## config.mk

```make
export PLATFORM = sky130hd
export DESIGN_NAME = aai_flash_writer
export DESIGN_NICKNAME = d
export VERILOG_FILES = /design/src/rtl/aai_wr_pkg.sv /design/src/rtl/aai_spi_byte.sv /design/src/rtl/aai_seq.sv /design/src/rtl/aai_flash_writer.sv
export SDC_FILE = /design/constraint.sdc
export NUM_CORES = 1
export LEC_CHECK = 0
export BUFFER_PORTS_ARGS = -buffer_cell sky130_fd_sc_hd__buf_2
export CORE_UTILIZATION = 55
export CTS_BUF_LIST = sky130_fd_sc_hd__clkbuf_16
export DETAILED_ROUTE_END_ITERATION = 16
export PLACE_DENSITY = 0.75
export REMOVE_ABC_BUFFERS = 1
export SLEW_MARGIN = 20
export SYNTH_ARGS = -nofsm -noshare
export SYNTH_HDL_FRONTEND = slang
export SYNTH_SLANG_ARGS = --single-unit
```

## constraint.sdc

```tcl
create_clock -name clk -period 4.9 [get_ports clk]
set_input_delay 0.245 -clock clk [delete_from_list [all_inputs] [get_ports clk]]
set_output_delay 0.245 -clock clk [all_outputs]
set_load 0.05 [all_outputs]
```

## src/rtl/aai_wr_pkg.sv

```systemverilog
package aai_wr_pkg;
  localparam int ADDR_BYTES = 3;
  localparam int ADDR_W     = 8 * ADDR_BYTES;

  localparam logic [7:0] OPC_WREN = 8'h06;
  localparam logic [7:0] OPC_WRDI = 8'h04;
  localparam logic [7:0] OPC_RDSR = 8'h05;
  localparam logic [7:0] OPC_BYTE = 8'h02;
  localparam logic [7:0] OPC_WORD = 8'hAD;

  typedef enum logic [2:0] {OP_WREN, OP_BYTE, OP_WORD, OP_WRDI, OP_FINISH} op_e;
  typedef enum logic [2:0] {ST_IDLE, ST_POLL, ST_PGAP, ST_FETCH, ST_CMD, ST_CGAP} st_e;

  // bytes on the wire for one command frame
  function automatic logic [2:0] frame_bytes(op_e op, logic burst_on);
    case (op)
      OP_BYTE: return 3'd5;
      OP_WORD: return burst_on ? 3'd3 : 3'd6;
      default: return 3'd1;
    endcase
  endfunction

  // data bytes carried by one command frame
  function automatic logic [1:0] data_bytes(op_e op);
    case (op)
      OP_BYTE: return 2'd1;
      OP_WORD: return 2'd2;
      default: return 2'd0;
    endcase
  endfunction

  function automatic logic in_range(logic [31:0] base, logic [31:0] count, logic [31:0] size);
    return ({1'b0, base} + {1'b0, count}) <= {1'b0, size};
  endfunction

  // command order after one command has finished, given post-update position
  function automatic op_e after_op(op_e op, logic tail, logic addr_odd,
                                   logic two_left, logic one_left);
    case (op)
      OP_WREN: return (tail || addr_odd) ? OP_BYTE : (two_left ? OP_WORD : OP_WRDI);
      OP_BYTE: return (!tail && two_left) ? OP_WORD : OP_WRDI;
      OP_WORD: return two_left ? OP_WORD : OP_WRDI;
      OP_WRDI: return (!tail && one_left) ? OP_WREN : OP_FINISH;
      default: return OP_FINISH;
    endcase
  endfunction
endpackage

```

## src/rtl/aai_spi_byte.sv

```systemverilog
module aai_spi_byte #(
  parameter int SCK_DIV = 2
) (
  input  logic       clk,
  input  logic       rst_n,
  input  logic       go,
  input  logic [7:0] tx,
  output logic       rx_lsb,
  output logic       active,
  output logic       byte_done,
  output logic       sclk,
  output logic       mosi,
  input  logic       miso
);
  localparam int DW = $clog2(SCK_DIV + 1);

  logic [DW-1:0] div_q;
  logic [2:0]    bit_q;
  logic [7:0]    sh_q;
  logic          samp_q, sclk_q, act_q, done_q;
  logic          tick;

  assign tick = act_q && (div_q == DW'(SCK_DIV - 1));

  always_ff @(posedge clk or negedge rst_n) begin
    if (!rst_n) begin
      div_q <= '0; bit_q <= '0; sh_q <= '0;
      samp_q <= 1'b0; sclk_q <= 1'b0; act_q <= 1'b0; done_q <= 1'b0;
    end else begin
      done_q <= 1'b0;
      if (!act_q) begin
        if (go) begin
          act_q <= 1'b1; sh_q <= tx; bit_q <= '0; div_q <= '0; sclk_q <= 1'b0;
        end
      end else if (tick) begin
        div_q  <= '0;
        sclk_q <= ~sclk_q;
        if (!sclk_q) begin
          samp_q <= miso;
        end else begin
          sh_q  <= {sh_q[6:0], samp_q};
          bit_q <= bit_q + 3'd1;
          if (bit_q == 3'd7) begin
            act_q  <= 1'b0;
            done_q <= 1'b1;
          end
        end
      end else begin
        div_q <= div_q + DW'(1);
      end
    end
  end

  assign mosi      = sh_q[7];
  assign sclk      = sclk_q;
  assign rx_lsb    = sh_q[0];
  assign active    = act_q;
  assign byte_done = done_q;

  AST_MOSI_STEADY: assert property (@(posedge clk) disable iff (!rst_n)
    $rose(sclk_q) |-> $stable(sh_q[7]));
endmodule

```

## src/rtl/aai_seq.sv

```systemverilog
module aai_seq
  import aai_wr_pkg::*;
#(
  parameter int          LEN_W      = 16,
  parameter logic [31:0] DEV_BYTES  = 32'h0010_0000,
  parameter int          POLL_LIMIT = 200,
  parameter int          CS_GAP     = 2
) (
  input  logic              clk,
  input  logic              rst_n,
  input  logic              start,
  input  logic [ADDR_W-1:0] start_addr,
  input  logic [LEN_W-1:0]  length,
  input  logic [7:0]        wr_data,
  input  logic              wr_valid,
  output logic              wr_ready,
  output logic              busy,
  output logic              done,
  output logic              err,
  output logic [LEN_W-1:0]  bytes_written,
  output logic              eng_go,
  output logic [7:0]        eng_tx,
  input  logic              eng_status,
  input  logic              eng_active,
  input  logic              eng_done,
  output logic              cs_n
);
  localparam int GW = $clog2(CS_GAP + 1);
  localparam int PW = $clog2(POLL_LIMIT + 1);

  st_e               st_q;
  op_e               op_q, op_nxt;
  logic              tail_q, aai_q, launch_q, stat_q, done_q, err_q;
  logic [ADDR_W-1:0] addr_q, addr_n;
  logic [LEN_W-1:0]  rem_q, len_q, wrote_q, rem_n, step;
  logic [7:0]        d0_q, d1_q;
  logic [1:0]        fcnt_q;
  logic [2:0]        bidx_q;
  logic [GW-1:0]     gap_q;
  logic [PW-1:0]     polls_q;
  logic              gap_end, last_byte;

  // position after the command in flight completes
  assign step    = LEN_W'(data_bytes(op_q));
  assign rem_n   = rem_q - step;
  assign addr_n  = addr_q + ADDR_W'(step);
  assign op_nxt  = after_op(op_q, tail_q, addr_n[0], rem_n >= LEN_W'(2), rem_n == LEN_W'(1));
  assign gap_end = gap_q == GW'(CS_GAP - 1);
  assign last_byte = (st_q == ST_POLL) ? (bidx_q == 3'd1)
                                       : (bidx_q == frame_bytes(op_q, aai_q) - 3'd1);

  assign cs_n     = !(st_q == ST_POLL || st_q == ST_CMD);
  assign eng_go   = launch_q && !eng_active;
  assign wr_ready = (st_q == ST_FETCH) && (fcnt_q < data_bytes(op_q));
  assign busy     = st_q != ST_IDLE;
  assign done     = done_q;
  assign err      = err_q;
  assign bytes_written = wrote_q;

  always_comb begin
    eng_tx = 8'h00;
    if (st_q == ST_POLL) begin
      eng_tx = (bidx_q == 3'd0) ? OPC_RDSR : 8'h00;
    end else begin
      case (op_q)
        OP_WREN: eng_tx = OPC_WREN;
        OP_WRDI: eng_tx = OPC_WRDI;
        OP_BYTE: case (bidx_q)
          3'd0:    eng_tx = OPC_BYTE;
          3'd1:    eng_tx = addr_q[23:16];
          3'd2:    eng_tx = addr_q[15:8];
          3'd3:    eng_tx = addr_q[7:0];
          default: eng_tx = d0_q;
        endcase
        OP_WORD: if (aai_q) begin
          case (bidx_q)
            3'd0:    eng_tx = OPC_WORD;
            3'd1:    eng_tx = d0_q;
            default: eng_tx = d1_q;
          endcase
        end else begin
          case (bidx_q)
            3'd0:    eng_tx = OPC_WORD;
            3'd1:    eng_tx = addr_q[23:16];
            3'd2:    eng_tx = addr_q[15:8];
            3'd3:    eng_tx = addr_q[7:0];
            3'd4:    eng_tx = d0_q;
            default: eng_tx = d1_q;
          endcase
        end
        default: eng_tx = 8'h00;
      endcase
    end
  end

  always_ff @(posedge clk or negedge rst_n) begin
    if (!rst_n) begin
      st_q <= ST_IDLE; op_q <= OP_WREN; tail_q <= 1'b0; aai_q <= 1'b0;
      launch_q <= 1'b0; stat_q <= 1'b0; done_q <= 1'b0; err_q <= 1'b0;
      addr_q <= '0; rem_q <= '0; len_q <= '0; wrote_q <= '0;
      d0_q <= '0; d1_q <= '0; fcnt_q <= '0; bidx_q <= '0; gap_q <= '0; polls_q <= '0;
    end else begin
      done_q <= 1'b0;
      err_q  <= 1'b0;
      if (eng_go) launch_q <= 1'b0;
      case (st_q)
        ST_IDLE: if (start) begin
          len_q <= length; rem_q <= length; addr_q <= start_addr; wrote_q <= '0;
          tail_q <= 1'b0; aai_q <= 1'b0; polls_q <= '0;
          if (length == '0) begin
            done_q <= 1'b1;
          end else if (!in_range(32'(start_addr), 32'(length), DEV_BYTES)) begin
            done_q <= 1'b1; err_q <= 1'b1;
          end else begin
            op_q <= OP_WREN; st_q <= ST_POLL; bidx_q <= '0; launch_q <= 1'b1;
          end
        end
        ST_POLL: if (eng_done) begin
          if (last_byte) begin
            stat_q <= eng_status; st_q <= ST_PGAP; gap_q <= '0;
          end else begin
            bidx_q <= bidx_q + 3'd1; launch_q <= 1'b1;
          end
        end
        ST_PGAP: if (!gap_end) begin
          gap_q <= gap_q + GW'(1);
        end else if (stat_q) begin
          if (polls_q == PW'(POLL_LIMIT - 1)) begin
            done_q <= 1'b1; err_q <= 1'b1; st_q <= ST_IDLE;
          end else begin
            polls_q <= polls_q + PW'(1); st_q <= ST_POLL; bidx_q <= '0; launch_q <= 1'b1;
          end
        end else begin
          polls_q <= '0;
          if (op_q == OP_FINISH) begin
            done_q <= 1'b1; st_q <= ST_IDLE;
          end else begin
            st_q <= ST_FETCH; fcnt_q <= '0;
          end
        end
        ST_FETCH: if (fcnt_q == data_bytes(op_q)) begin
          st_q <= ST_CMD; bidx_q <= '0; launch_q <= 1'b1;
        end else if (wr_valid) begin
          if (fcnt_q == 2'd0) d0_q <= wr_data;
          else                d1_q <= wr_data;
          fcnt_q <= fcnt_q + 2'd1;
        end
        ST_CMD: if (eng_done) begin
          if (last_byte) begin
            rem_q <= rem_n; addr_q <= addr_n; wrote_q <= wrote_q + step;
            if (op_q == OP_WORD) aai_q <= 1'b1;
            if (op_q == OP_WRDI) aai_q <= 1'b0;
            if (op_q == OP_WRDI && op_nxt == OP_WREN) tail_q <= 1'b1;
            op_q <= op_nxt; st_q <= ST_CGAP; gap_q <= '0;
          end else begin
            bidx_q <= bidx_q + 3'd1; launch_q <= 1'b1;
          end
        end
        ST_CGAP: if (!gap_end) begin
          gap_q <= gap_q + GW'(1);
        end else begin
          st_q <= ST_POLL; bidx_q <= '0; launch_q <= 1'b1;
        end
        default: st_q <= ST_IDLE;
      endcase
    end
  end

  AST_BYTE_BALANCE: assert property (@(posedge clk) disable iff (!rst_n)
    busy |-> ({1'b0, wrote_q} + {1'b0, rem_q}) == {1'b0, len_q});
  AST_POLL_CAP: assert property (@(posedge clk) disable iff (!rst_n)
    polls_q < PW'(POLL_LIMIT));
  AST_DONE_PULSE: assert property (@(posedge clk) disable iff (!rst_n)
    done |=> !done);
endmodule

```

## src/rtl/aai_flash_writer.sv

```systemverilog
module aai_flash_writer
  import aai_wr_pkg::*;
#(
  parameter int          LEN_W      = 16,
  parameter logic [31:0] DEV_BYTES  = 32'h0010_0000,
  parameter int          SCK_DIV    = 2,
  parameter int          POLL_LIMIT = 200,
  parameter int          CS_GAP     = 2
) (
  input  logic              clk,
  input  logic              rst_n,
  input  logic              start,
  input  logic [ADDR_W-1:0] start_addr,
  input  logic [LEN_W-1:0]  length,
  input  logic [7:0]        wr_data,
  input  logic              wr_valid,
  output logic              wr_ready,
  output logic              busy,
  output logic              done,
  output logic              err,
  output logic [LEN_W-1:0]  bytes_written,
  output logic              spi_cs_n,
  output logic              spi_sclk,
  output logic              spi_mosi,
  input  logic              spi_miso
);
  logic       eng_go, eng_status, eng_active, eng_done;
  logic [7:0] eng_tx;

  aai_seq #(
    .LEN_W(LEN_W), .DEV_BYTES(DEV_BYTES), .POLL_LIMIT(POLL_LIMIT), .CS_GAP(CS_GAP)
  ) u_seq (
    .clk(clk), .rst_n(rst_n), .start(start), .start_addr(start_addr), .length(length),
    .wr_data(wr_data), .wr_valid(wr_valid), .wr_ready(wr_ready), .busy(busy),
    .done(done), .err(err), .bytes_written(bytes_written),
    .eng_go(eng_go), .eng_tx(eng_tx), .eng_status(eng_status),
    .eng_active(eng_active), .eng_done(eng_done), .cs_n(spi_cs_n)
  );

  aai_spi_byte #(.SCK_DIV(SCK_DIV)) u_spi (
    .clk(clk), .rst_n(rst_n), .go(eng_go), .tx(eng_tx), .rx_lsb(eng_status),
    .active(eng_active), .byte_done(eng_done), .sclk(spi_sclk), .mosi(spi_mosi),
    .miso(spi_miso)
  );

  AST_IDLE_CLOCK_LOW: assert property (@(posedge clk) disable iff (!rst_n)
    spi_cs_n |-> !spi_sclk);
  AST_READY_FRAME_CLOSED: assert property (@(posedge clk) disable iff (!rst_n)
    wr_ready |-> (spi_cs_n && busy));
endmodule

```

==> out/qor.tcl, run 1 <==
set qor(result_of_the_run) {finished clean}
set qor(power_leakage_nw) 4.03
set qor(worst_r2r_path_depth) 13
set qor(place_congestion) 0.932
set qor(grt_antenna_before_repair) 0
set qor(global_route_wire_length_before_repair_um) 36700
set qor(synthCells) 1024
set qor(critPathSlowestCell) {dfrtp_1}
set qor(critical_path.startpoint) {u_seq.op_q[1]$_DFFE_PN0P_}
set qor(drive_above_1_share_pct) 13.6
set qor(hold_violations) 0
set qor(timing.critical_path.cells) {nand2b_1 > nor2_1 > ha_1 > inv_1 > fa_1 > nor3_1 > nand2_1 > or3_1 > or3_1 > nor3_1 > nand3_1 > o21ai_0 > a21oi_1}
set qor(synth-warning-count) 0
set qor(cp-end-kind) {flip-flop}
set qor(r2r_start) {u_seq.op_q[1]$_DFFE_PN0P_}
set qor(grt_setup_unrepaired) {false}
set qor(final.setup.tns_ns) 0
set qor(clock_transition_at_path_regs_ns) 0.05
set qor(ir_worst_vdd_mv) 0.336
set qor(synth_enable_flop_cells) 0
set qor(synthFlopType) {dfrtp_1}
set qor(synth_sequential_area_ratio_pct) 35.3
set qor(final_core_utilization_pct) 64.2
set qor(design.core.area_um2) 14500
set qor(critical_path_depth) 13
set qor(slew-limit-headroom_pct) 45.3
set qor(layout_worst_path_cycle_share_pct) 77.2
set qor(nNetsFinal) 1169
set qor(critical_path_required_ns) 5.17
set qor(grt_max_degree) 62
set qor(setup_viol_count_final) 0
set qor(worst_hold_path_type) {in2reg}
set qor(detail_route.drc_violations) 0
set qor(place.port_buffers) 75
set qor(clock_tree_from_tritoncts) {done}
set qor(drtPass1Iterations) 5
set qor(path_delay_family) {simple AND/OR/NAND/NOR gates}
set qor(drt-vias-per-instance) 6.37
set qor(yosysUniqueCellTypes) 75
set qor(timing.clock.skew_ns) 0.00550
set qor(areaGrowthSynthToFinish_pct) 13.6
set qor(antenna_cells_inserted) 0
set qor(tightestPinTransition_ns) 0.818
set qor(initial_core_util_pct) 56.5
set qor(core.rowCount) 44
set qor(maxClockFrequency_mhz) 264
set qor(globalRouteOverflowTotal) 0
set qor(worst-r2r-setup-slack_ns) 1.12
set qor(setup.worst_path.start_class) {flip-flop}
set qor(cts_inserted_buffers) 17
set qor(layout.filler_cells) 1290
set qor(postRouteAntennaNets) 0
set qor(syn_avg_cell_area_um2) 8.02
set qor(dpl.hpwl_um) 16100
set qor(final_max_slew_viols) 0
set qor(critPathArrivalTime_ns) 4.06
set qor(clock_insertion_delay_worst_skew_ns) 0.42
set qor(synth.ff_latch_count) 116
set qor(finalCriticalPeriod_ns) 3.78
set qor(path_buf_inv) 1
set qor(criticalPathCategory) {reg2reg}
set qor(fp.dieH_um) 124
set qor(initialDrtViolationCount) 674
set qor(synth.cell_area_um2) 8210
set qor(pin_count) 76
set qor(clockRootBuffer) {clkbuf_16}
set qor(total_power_density_per_cell_area_nw_per_um2) 540
set qor(async_reset_ff_share_pct) 100
set qor(ctsHtreeMaxLevel) 4
set qor(total_routing_usage_reported_by_global_routing_pct) 31.0
set qor(tritoncts_num_sinks) 116
set qor(endpoint) {u_seq.rem_q[14]$_DFFE_PN0P_}
set qor(max-cap-violations) 0
set qor(route.vias.total) 8104
set qor(critical-path-max-stage-delay_ns) 0.48
set qor(post-cts-setup-buffers) 0
set qor(first_global_vias) 7309
set qor(critical_path.max_fanout) 12
set qor(clock_tree.buffer_depth) 2
set qor(critical_register_to_register_path_endpoint) {u_seq.rem_q[14]$_DFFE_PN0P_}
set qor(chipWidth_um) 124
set qor(final_wirelength_um) 22700
set qor(floorplan.die_area_um2) 15400
set qor(wire_per_inst_um) 17.8
==> stage by stage <==
stage               setup slack (ns)  hold slack [ns]  area [µm²]  instances  total power [mW]
floorplan                      0.727          -0.0506        8010        972              3.06
global placement                1.16            0.354        8700       1240              3.63
detailed placement              1.13            0.347        8700       1240              3.67
CTS                             1.12           0.0584        9330       1273              5.02
global route                   0.716           0.0579        9330       1273              5.41
finish                          1.12           0.0698        9330       1273              5.04
==> cell usage in the layout, fill, tap and decap left out, drive strengths merged, types with 15 or more instances in the layout <==
cell	netlist	routed
a21oi	111	111
a22oi	15	15
buf	4	84
clkbuf	48	17
dfrtp	116	116
ha	36	36
inv	32	34
mux2	20	20
nand2	116	116
nand2b	17	17
nand3	38	38
nor2	109	109
nor3	36	36
o21ai	91	91
o22ai	16	16
xnor2	18	18
==> cell type report <==
type                            instances  area [µm²]  area share (%)
Timing Repair Buffer                   85         455            4.88
Inverter                               33         124            1.33
Clock buffer                           17         425            4.56
Sequential cell                       116        2900            31.1
Multi-Input combinational cell        823        4990            53.5
Tap cell                              184         230            2.47
Clock inverter                         15         195            2.09
==> repair_timing <==
item / in CTS / in global routing
gates resized for setup: 0 / 0
hold buffers: 1 / 0
endpoints found under the hold margin: 57 / 0
==> worst reg2reg max path, cell delays in order, from the launching register on <==
cell and delay (ns):
dfrtp_1 0.48, nand2b_1 0.24, nor2_1 0.41, ha_1 0.23, inv_1 0.05, fa_1 0.44
nor3_1 0.35, nand2_1 0.18, or3_1 0.38, or3_1 0.41, nor3_1 0.19, nand3_1 0.10
o21ai_0 0.10, a21oi_1 0.09
==> worst min path at each step <==
stage	to	slack, ns	depth (start not counted)	start
floorplan	u_seq.aai_q$_DFFE_PN0P_	-0.05	0	rst_n
global route	u_spi.samp_q$_DFFE_PN0P_	0.06	2	spi_miso
detailed placement	u_seq.bytes_written[8]$_DFFE_PN0P_	0.35	1	rst_n
finish	u_spi.samp_q$_DFFE_PN0P_	0.07	2	spi_miso
global placement	u_seq.bytes_written[8]$_DFFE_PN0P_	0.35	1	rst_n
CTS	u_seq.d1_q[7]$_DFFE_PN0P_	0.06	2	wr_data[7]
==> routing by layer <==
metal	wire length, µm	GRT usage, %	part of all wire (%)	up-vias
met3	1610	6.09	7.1	48
li1	-	-	-	3864
met4	556	12.7	2.4	0
met2	10500	47.7	46	340
met5	0	0	0	-
met1	10100	42.5	44	3852
==> cells by family (layout without fill, tap and decap cells) <==
| kind of cell | count (synthesis) | after routing | synth area share (%) |
|---|---|---|---|
| XOR/XNOR | 27 | 27 | 2.88 |
| flip-flops | 116 | 116 | 35.3 |
| adder cells (fa/ha/maj) | 40 | 40 | 6.46 |
| AND/OR/NAND/NOR | 408 | 408 | 23.8 |
| buffers and inverters | 85 | 150 | 3.93 |
| multiplexers | 21 | 21 | 2.86 |
| AO/OA/AOI/OAI | 327 | 327 | 24.7 |
==> cells in the mapped netlist, types with 8 or more instances <==
| cell | count | area [µm²] |
|---|---|---|
| nand4_1 | 14 | 87.6 |
| nor2b_1 | 8 | 50.1 |
| clkbuf_1 | 47 | 176 |
| a221oi_1 | 12 | 105 |
| dfrtp_1 | 116 | 2900 |
| a31oi_1 | 13 | 81.3 |
| inv_1 | 32 | 120 |
| nor3_1 | 36 | 180 |
| xnor2_1 | 18 | 158 |
| and3_1 | 14 | 87.6 |
| nand2b_1 | 16 | 100 |
| mux2_2 | 20 | 225 |
| or3_1 | 12 | 75.1 |
| ha_1 | 36 | 450 |
| a22oi_1 | 15 | 113 |
| nand3_1 | 38 | 190 |
| o21ai_0 | 89 | 445 |
| nand2_1 | 116 | 435 |
| nor2_1 | 109 | 409 |
| nor4_1 | 9 | 56.3 |
| o22ai_1 | 16 | 100 |
| a21oi_1 | 110 | 551 |
| xor2_1 | 9 | 78.8 |
| o211ai_1 | 9 | 67.6 |
==> state kept, by name, summed over array words and instances, names as in the netlist, 3 cells and up <==
register             cells
u_seq.addr_q            24
u_seq.rem_q             16
u_seq.bidx_q             3
u_seq.bytes_written     16
u_spi.sh_q               8
u_seq.d0_q               8
u_spi.bit_q              3
u_seq.op_q               3
u_seq.polls_q            8
u_seq.d1_q               8
u_seq.st_q               3
==> report_power, final <==
| group | internal [mW] | leakage, nW | switching (mW) |
|---|---|---|---|
| Sequential | 1.25 | 1.46 | 0.373 |
| Combinational | 0.779 | 2.26 | 1.31 |
| Clock | 0.887 | 0.311 | 0.440 |
| Total | 2.92 | 4.03 | 2.13 |
Power figures use the tool's default switching activity.
==> run 2, diff against run 1 <==
--- a/config.mk
+++ b/config.mk
@@ -9,7 +9,7 @@
 export CORE_UTILIZATION = 55
 export CTS_BUF_LIST = sky130_fd_sc_hd__clkbuf_16
 export DETAILED_ROUTE_END_ITERATION = 16
-export PLACE_DENSITY = 0.75
+export PLACE_DENSITY = 0.78
 export REMOVE_ABC_BUFFERS = 1
 export SLEW_MARGIN = 20
 export SYNTH_ARGS = -nofsm -noshare
==> constraint.sdc (replaced) <==
create_clock -name clk -period 3.4 [get_ports clk]
set_input_delay 0.17 -clock clk [delete_from_list [all_inputs] [get_ports clk]]
set_output_delay 0.17 -clock clk [all_outputs]
set_load 0.05 [all_outputs]
==> out/qor.tcl, run 2 (synthesis results as in run 1) <==
set qor(final_max_slew_viols) 0 ;# unchanged
set qor(place.port_buffers) 75 ;# unchanged
set qor(post-cts-setup-buffers) 0 ;# unchanged
set qor(result_of_the_run) {finished clean}
set qor(critPathArrivalTime_ns) 3.60 ;# -0.46 ns
set qor(whs_ns) 0.0412 ;# -0.0286 ns
set qor(areaGrowthSynthToFinish_pct) 18.1
set qor(worst-r2r-setup-slack_ns) 0.16 ;# -0.96 ns
set qor(final_core_utilization_pct) 66.7 ;# +2.6 points
set qor(drive_above_1_share_pct) 16.6 ;# +3.0 points
set qor(r2r_start) {u_seq.op_q[1]$_DFFE_PN0P_}
set qor(path_delay_family) {simple AND/OR/NAND/NOR gates}
set qor(ir_worst_vdd_mv) 0.530 ;# +58%
set qor(critPathSlowestCell) {or4b_2}
set qor(final_instance_count_excl_fillers) 1312 ;# +3.1%
set qor(criticalPathCategory) {reg2reg}
set qor(final_wirelength_um) 23800 ;# +4.7%
set qor(p_clk_share_pct) 25.8 ;# -0.5 points
set qor(power_leakage_nw) 4.24 ;# +5.0%
set qor(power.net_switching_mw) 3.17 ;# +49%
set qor(global_route_wire_length_before_repair_um) 38000 ;# +3.5%
set qor(detail_route.drc_violations) 0 ;# unchanged
set qor(worst_hold_path.endpoint) {u_seq.launch_q$_DFF_PN0_}
set qor(path_buf_inv) 1 ;# unchanged
set qor(clock_transition_at_path_regs_ns) 0.05 ;# about the same
set qor(setup.worst_path.start_class) {flip-flop}
set qor(part_of_the_power_in_combinational_logic_pct) 43.9 ;# +2.4 points
set qor(tritoncts_num_sinks) 116 ;# unchanged
set qor(final_cell_mix) {nand2_1 (116), dfrtp_1 (116), a21oi_1 (110)}
set qor(grt_max_degree) 65 ;# +4.8%
set qor(clock_tree.buffer_depth) 2 ;# unchanged
set qor(placement.cell_area_um2) 8950 ;# +2.9%
set qor(max-cap-violations) 0 ;# unchanged
set qor(initialDrtViolationCount) 817 ;# +21%
set qor(design.core.area_um2) 14500 ;# unchanged
set qor(min_from) {start}
set qor(grt_setup_unrepaired) {false}
set qor(finalCriticalPeriod_ns) 3.24 ;# -0.545 ns
set qor(layout_worst_path_cycle_share_pct) 95.3 ;# +18 points
set qor(antenna_cells_inserted) 0 ;# unchanged
set qor(whs_path_depth) 3 ;# +1
set qor(total_power_density_per_cell_area_nw_per_um2) 773 ;# +43%
set qor(final.setup.tns_ns) 0 ;# unchanged
set qor(critical_register_to_register_path_endpoint) {u_seq.addr_q[16]$_DFFE_PN0P_}
set qor(internal-power_mw) 4.33 ;# +48%
set qor(seq_power_share_pct) 30.3 ;# -1.9 points
set qor(critical_path_required_ns) 3.76 ;# -1.41 ns
set qor(wire_per_inst_um) 18.1 ;# +1.6%
set qor(layout_setup_ws_ns) 0.160 ;# -0.955 ns
set qor(critical-path-max-stage-delay_ns) 0.76 ;# +0.28 ns
set qor(clock_tree_from_tritoncts) {done}
set qor(timing.critical_path.cells) {nand2b_1 > nor2_2 > ha_1 > inv_1 > fa_1 > or4b_2 > nor3_1 > nand2_1 > o21ai_0 > a22o_1}
set qor(total_routing_usage_reported_by_global_routing_pct) 32.4 ;# +1.4 points
set qor(chipWidth_um) 124 ;# unchanged
set qor(worst_r2r_path_depth) 10 ;# -3
set qor(route.vias.total) 8346 ;# +3.0%
set qor(setup_viol_count_final) 0 ;# unchanged
set qor(fp.dieH_um) 124 ;# unchanged
set qor(cts_inserted_buffers) 17 ;# unchanged
set qor(pin_count) 76 ;# unchanged
set qor(dpl.hpwl_um) 16800 ;# +4.3%
set qor(critical_path.max_fanout) 5 ;# -7
set qor(drt-vias-per-instance) 6.36 ;# about the same
set qor(first_global_vias) 7599 ;# +4.0%
set qor(globalRouteOverflowTotal) 0 ;# unchanged
set qor(totalPowerFinal_mw) 7.50 ;# +49%
set qor(core.rowCount) 44 ;# unchanged
set qor(timing.clock.skew_ns) 0.00793 ;# +0.00243 ns
set qor(drtPass1Iterations) 8 ;# +3
set qor(ctsHtreeMaxLevel) 4 ;# unchanged
set qor(top_register) {u_seq.addr_q}
set qor(layout.filler_cells) 1250 ;# -3.1%
set qor(grt_antenna_before_repair) 0 ;# unchanged
set qor(p_sw_share_pct) 42.3 ;# +0.13 points
set qor(place_congestion) 0.968 ;# +3.8%
set qor(worst_hold_path_type) {in2reg}
set qor(hold_violations) 0 ;# unchanged
set qor(cp-end-kind) {flip-flop}
set qor(postRouteAntennaNets) 0 ;# unchanged
set qor(maxClockFrequency_mhz) 309 ;# +17%
set qor(final_cell_area_um2) 9700 ;# +4.0%
set qor(floorplan.die_area_um2) 15400 ;# unchanged
set qor(place_ws_ns) 0.0303 ;# -1.10 ns
set qor(nNetsFinal) 1208 ;# +3.3%
set qor(slew-limit-headroom_pct) 45.1 ;# -0.17 points
set qor(tightestPinTransition_ns) 0.816 ;# -0.00196 ns
set qor(largest_register_ff_count) 24 ;# unchanged
set qor(clockRootBuffer) {clkbuf_16}
set qor(dp.cells) 1270 ;# +2.4%
set qor(initial_core_util_pct) 56.5 ;# unchanged
set qor(clock_insertion_delay_worst_skew_ns) 0.43 ;# about the same
-- run 2: cell types whose count changed in the layout (fill, tap and decap cells not counted), sizes merged --
cell and delta:
buf +30, dlygate4sd3 +9, clkinv -2, clkinvlp +1, inv +1
-- run 2: cell type report --
type | count | area, µm² | area share, %
clock inverter | 15 | 196 | 2.03
inverter | 33 | 124 | 1.28
multi-input combinational | 823 | 5020 | 51.8
tap | 184 | 230 | 2.37
timing repair buffer | 124 | 796 | 8.20
sequential | 116 | 2900 | 29.9
clock buffer | 17 | 425 | 4.39
-- run 2: how the worst max path moves through the flow --
stage,startpoint,endpoint,slack (ns),cells past startpoint
floorplan,u_seq.op_q[2]$_DFFE_PN0P_,u_seq.bytes_written[14]$_DFFE_PN0P_,-0.77,12
global placement,start_addr[0],u_seq.launch_q$_DFF_PN0_,0.08,15
detailed placement,start_addr[0],u_seq.launch_q$_DFF_PN0_,0.03,15
CTS,u_seq.op_q[0]$_DFFE_PN0P_,u_seq.bytes_written[15]$_DFFE_PN0P_,0.03,12
global route,u_seq.op_q[1]$_DFFE_PN0P_,u_seq.addr_q[16]$_DFFE_PN0P_,0.02,10
finish,u_seq.op_q[1]$_DFFE_PN0P_,u_seq.addr_q[16]$_DFFE_PN0P_,0.16,10
-- run 2: routing by layer --
layer,track usage [%],wire [µm]
met1,43.6,10300
met2,50.0,11100
met3,7.33,1610
met4,13.5,857
met5,0,0
-- run 2: timing repair --
item,CTS,global route
endpoints found under the hold margin,65,0
setup endpoints to repair,0,15
gates resized for setup,0,7
hold buffers,10,0
-- run 2: power groups by stage --
stage,logic [mW],clock network (mW),registers [mW]
3_5_place_dp,3.17,0,2.26
5_1_grt,3.66,2.01,2.32
4_1_cts,3.24,1.94,2.25
2_1_floorplan,2.14,0,2.27
3_3_place_gp,3.11,0,2.25
6_report,3.29,1.93,2.27
-- run 2: worst reg2reg max path, cell delays in order, from the launching register on --
cell and delay [ns]:
dfrtp_1 0.41, nand2b_1 0.21, nor2_2 0.19, ha_1 0.22, inv_1 0.07, fa_1 0.38, or4b_2 0.76, nor3_1 0.44
nand2_1 0.16, o21ai_0 0.20, a22o_1 0.14
==> run 3, diff against run 2 <==
--- a/config.mk
+++ b/config.mk
@@ -5,11 +5,11 @@
 export SDC_FILE = /design/constraint.sdc
 export NUM_CORES = 1
 export LEC_CHECK = 0
+export ABC_AREA = 1
 export BUFFER_PORTS_ARGS = -buffer_cell sky130_fd_sc_hd__buf_2
-export CORE_UTILIZATION = 55
+export CORE_UTILIZATION = 30
 export CTS_BUF_LIST = sky130_fd_sc_hd__clkbuf_16
 export DETAILED_ROUTE_END_ITERATION = 16
-export PLACE_DENSITY = 0.78
 export REMOVE_ABC_BUFFERS = 1
 export SLEW_MARGIN = 20
 export SYNTH_ARGS = -nofsm -noshare
==> out/qor.tcl, run 3 <==
set qor(floorplan.die_area_um2) 31200 ;# +100%
set qor(yosysMostFrequentCell) {nand2_1}
set qor(final_instance_count_excl_fillers) 1871 ;# +43%
set qor(cpMostUsedCell) {nand2_2}
set qor(critical_path_required_ns) 3.71 ;# -0.05 ns
set qor(clockRootBuffer) {clkbuf_16}
set qor(critPathSlowestCell) {dfrtp_1}
set qor(place_congestion) 0.944 ;# -2.4%
set qor(slew-limit-headroom_pct) 30.7 ;# -14 points
set qor(areaGrowthSynthToFinish_pct) 15.4
set qor(synth-warning-count) 0 ;# unchanged
set qor(totalPowerFinal_mw) 7.57 ;# +0.89%
set qor(dpl.hpwl_um) 21500 ;# +28%
set qor(whs_path_depth) 3 ;# unchanged
set qor(grt_max_degree) 76 ;# +17%
set qor(ir_worst_vdd_mv) 0.423 ;# -20%
set qor(ctsHtreeMaxLevel) 4 ;# unchanged
set qor(clock_tree.buffer_depth) 2 ;# unchanged
set qor(maxClockFrequency_mhz) 323 ;# +4.6%
set qor(global_route_wire_length_before_repair_um) 44600 ;# +17%
set qor(synth_enable_flop_cells) 0 ;# unchanged
set qor(worst-r2r-setup-slack_ns) 0.30 ;# +0.14 ns
set qor(critPathArrivalTime_ns) 3.41 ;# -0.19 ns
set qor(first_global_vias) 8617 ;# +13%
set qor(synthCells) 1392 ;# +36%
set qor(met3RoutedLength_um) 1280 ;# -20%
set qor(layout_setup_ws_ns) 0.301 ;# +0.141 ns
set qor(synthTopCellsByCount) {nand2_1 (395), inv_1 (205), nor2_1 (139), dfrtp_1 (116), o21ai_0 (103)}
set qor(globalRouteOverflowTotal) 0 ;# unchanged
set qor(worst_hold_path_type) {in2reg}
set qor(initialDrtViolationCount) 765 ;# -6.4%
set qor(clock_tree_from_tritoncts) {done}
set qor(drive_above_1_share_pct) 10.4 ;# -6.2 points
set qor(postRouteAntennaNets) 0 ;# unchanged
set qor(drtPass1Iterations) 7 ;# -1
set qor(critical_path.max_fanout) 27 ;# +22
set qor(async_reset_ff_share_pct) 100 ;# unchanged
set qor(clock_transition_at_path_regs_ns) 0.06 ;# about the same
set qor(criticalPathCategory) {reg2reg}
set qor(total_power_density_per_cell_area_nw_per_um2) 717 ;# -7.3%
set qor(synth.top_cells.by_area) {dfrtp_1 (32%), nand2_1 (16%), inv_1 (8.4%), nor2_1 (5.7%), o21ai_0 (5.6%)}
set qor(result_of_the_run) {finished clean}
set qor(synth.ff_latch_count) 116 ;# unchanged
set qor(setup.worst_path.start_class) {flip-flop}
set qor(initial_core_util_pct) 30.7 ;# -26 points
set qor(tritoncts_num_sinks) 116 ;# unchanged
set qor(synth_top_area_share_pct) 31.7 ;# -3.6 points
set qor(route.vias.total) 9243 ;# +11%
set qor(fp.dieH_um) 177 ;# +42%
set qor(critical_path.startpoint) {u_seq.op_q[2]$_DFFE_PN0P_}
set qor(final_wirelength_um) 27700 ;# +17%
set qor(antenna_cells_inserted) 0 ;# unchanged
set qor(synth_sequential_area_ratio_pct) 31.7 ;# -3.6 points
set qor(final_core_utilization_pct) 35.4 ;# -31 points
set qor(cts_inserted_buffers) 17 ;# unchanged
set qor(synth.cell_area_um2) 9150 ;# +11%
set qor(critical_register_to_register_path_endpoint) {u_seq.op_q[0]$_DFFE_PN0P_}
set qor(max-cap-violations) 0 ;# unchanged
set qor(place.port_buffers) 75 ;# unchanged
set qor(syn_avg_cell_area_um2) 6.57 ;# -18%
set qor(setup_viol_count_final) 0 ;# unchanged
set qor(hold_violations) 0 ;# unchanged
set qor(layout.filler_cells) 3224 ;# +160%
set qor(timing.clock.skew_ns) 0.00853 ;# +0.000605 ns
set qor(top_signal_layer_used) {met4}
set qor(nNetsFinal) 1561 ;# +29%
set qor(detail_route.drc_violations) 0 ;# unchanged
set qor(grt_setup_unrepaired) {false}
set qor(largest_register_ff_count) 24 ;# unchanged
set qor(critical-path-max-stage-delay_ns) 0.42 ;# -0.34 ns
set qor(layout_worst_path_cycle_share_pct) 91.1 ;# -4.1 points
set qor(synthFlopType) {dfrtp_1}
set qor(synth_top_area_cell) {dfrtp_1}
set qor(timing.critical_path.cells) {inv_2 > nand2_2 > nor2_8 > buf_4 > nand2_4 > inv_1 > ha_1 > xor2_1 > nand3_1 > o21ai_2 > nand2_2 > nor2_4 > nand2_2 > nand2_8 > inv_4 > nor2_2 > nand2_1 > nor2_1 > nor2_1}
set qor(pin_count) 76 ;# unchanged
set qor(worst_r2r_path_depth) 19 ;# +9
set qor(layout_commonest_cell) {nand2_1}
set qor(final_max_slew_viols) 0 ;# unchanged
set qor(top_register) {u_seq.addr_q}
set qor(tightestPinTransition_ns) 1.04 ;# +0.223 ns
set qor(dp.cells) 1837 ;# +45%
set qor(place_ws_ns) 0.223 ;# +0.192 ns
set qor(min_from) {wr_data[5]}
set qor(wire_per_inst_um) 14.8 ;# -18%
set qor(chipWidth_um) 177 ;# +42%
set qor(r2r_start) {u_seq.op_q[2]$_DFFE_PN0P_}
set qor(core.rowCount) 63 ;# +43%
set qor(met1_length_um) 13000 ;# +27%
set qor(finalCriticalPeriod_ns) 3.10 ;# -0.141 ns
set qor(design.core.area_um2) 29800 ;# +110%
set qor(cp-end-kind) {flip-flop}
set qor(clock_insertion_delay_worst_skew_ns) 0.42 ;# about the same
set qor(drt-vias-per-instance) 4.94 ;# -22%
set qor(grt_antenna_before_repair) 0 ;# unchanged
set qor(total_routing_usage_reported_by_global_routing_pct) 18.2 ;# -14 points
set qor(yosysUniqueCellTypes) 57 ;# -24%
set qor(wl_met2_um) 12800 ;# +16%
set qor(final_cell_mix) {nand2_1 (395), inv_1 (205), nor2_1 (136)}
set qor(final.setup.tns_ns) 0 ;# unchanged
set qor(worst_hold_path.endpoint) {u_seq.d0_q[5]$_DFFE_PN0P_}
set qor(power_leakage_nw) 5.19 ;# +23%
[run 3: changes by cell type in the layout (fill, tap and decap cells not counted), moves of 13 or more]
cell,delta
inv_1,+170
nor3_1,-13
mux2_2,-19
and3_1,-14
xor2_1,+20
nand2_1,+279
buf_4,-28
nand3_1,+47
xnor2_1,-15
o21ai_0,+13
nor2_1,+28
a21oi_1,-50
nand2b_1,-16
[run 3: cell families (layout without fill, tap and decap cells)]
group / count (synthesis) / after routing / synth area share [%]
AO/OA/AOI/OAI: 248 / 248 / 15.6
XOR/XNOR: 32 / 32 / 3.06
adder cells (fa/ha/maj): 40 / 40 / 5.80
buffers and inverters: 243 / 332 / 10.3
flip-flops: 116 / 116 / 31.7
multiplexers: 2 / 2 / 0.233
AND/OR/NAND/NOR: 711 / 711 / 33.3
[run 3: cell type report]
cell class,count,area (µm²),area share (%)
Multi-Input combinational cell,1033,5330,50.5
Sequential cell,116,2900,27.5
Inverter,213,802,7.60
Tap cell,390,488,4.62
Timing Repair Buffer,87,485,4.60
Clock buffer,17,425,4.03
Clock inverter,15,118,1.11
[run 3: repair_timing]
item | CTS | global route
hold buffers | 2 | 0
endpoints found under the setup margin | 0 | 8
buffers inserted | 0 | 0
gates resized for setup | 0 | 7
hold endpoints to repair | 74 | 0
[run 3: worst max path at each step]
stage | end
finish | u_seq.op_q[0]$_DFFE_PN0P_
CTS | u_seq.addr_q[20]$_DFFE_PN0P_
detailed placement | u_seq.addr_q[20]$_DFFE_PN0P_
global placement | u_seq.addr_q[20]$_DFFE_PN0P_
global route | u_seq.op_q[0]$_DFFE_PN0P_
floorplan | u_seq.st_q[2]$_DFFE_PN0P_
[run 3: routing by layer]
metal  vias up  global-route usage (%)
li1       4691                       -
met1      4280                    24.4
met2       231                    29.7
met3        41                    2.92
met4         0                    6.11
met5         -                       0
[run 3: stage by stage]
step / hold WS (ns) / area, µm²
after floorplan: -0.126 / 9000
after global placement: 0.383 / 9970
after detailed placement: 0.386 / 9970
after CTS: 0.0154 / 10500
after global routing: 0.0290 / 10600
final: 0.0215 / 10600
[run 3: report_power, final]
part	total (mW)	leakage, nW	internal, mW	switching (mW)
Combinational	3.57	3.46	1.19	2.38
Clock	1.67	0.257	0.991	0.677
Sequential	2.33	1.47	1.86	0.474
Total	7.57	5.19	4.04	3.53
[run 3: critical path, delay by kind of cell, from the launching register on]
family                   cells  cell delay [ns]
AND/OR/NAND/NOR             12             1.40
buffers and inverters        4             0.61
flip-flops                   1             0.42
adder cells (fa/ha/maj)      1             0.23
AO/OA/AOI/OAI                1             0.17
XOR/XNOR                     1             0.13
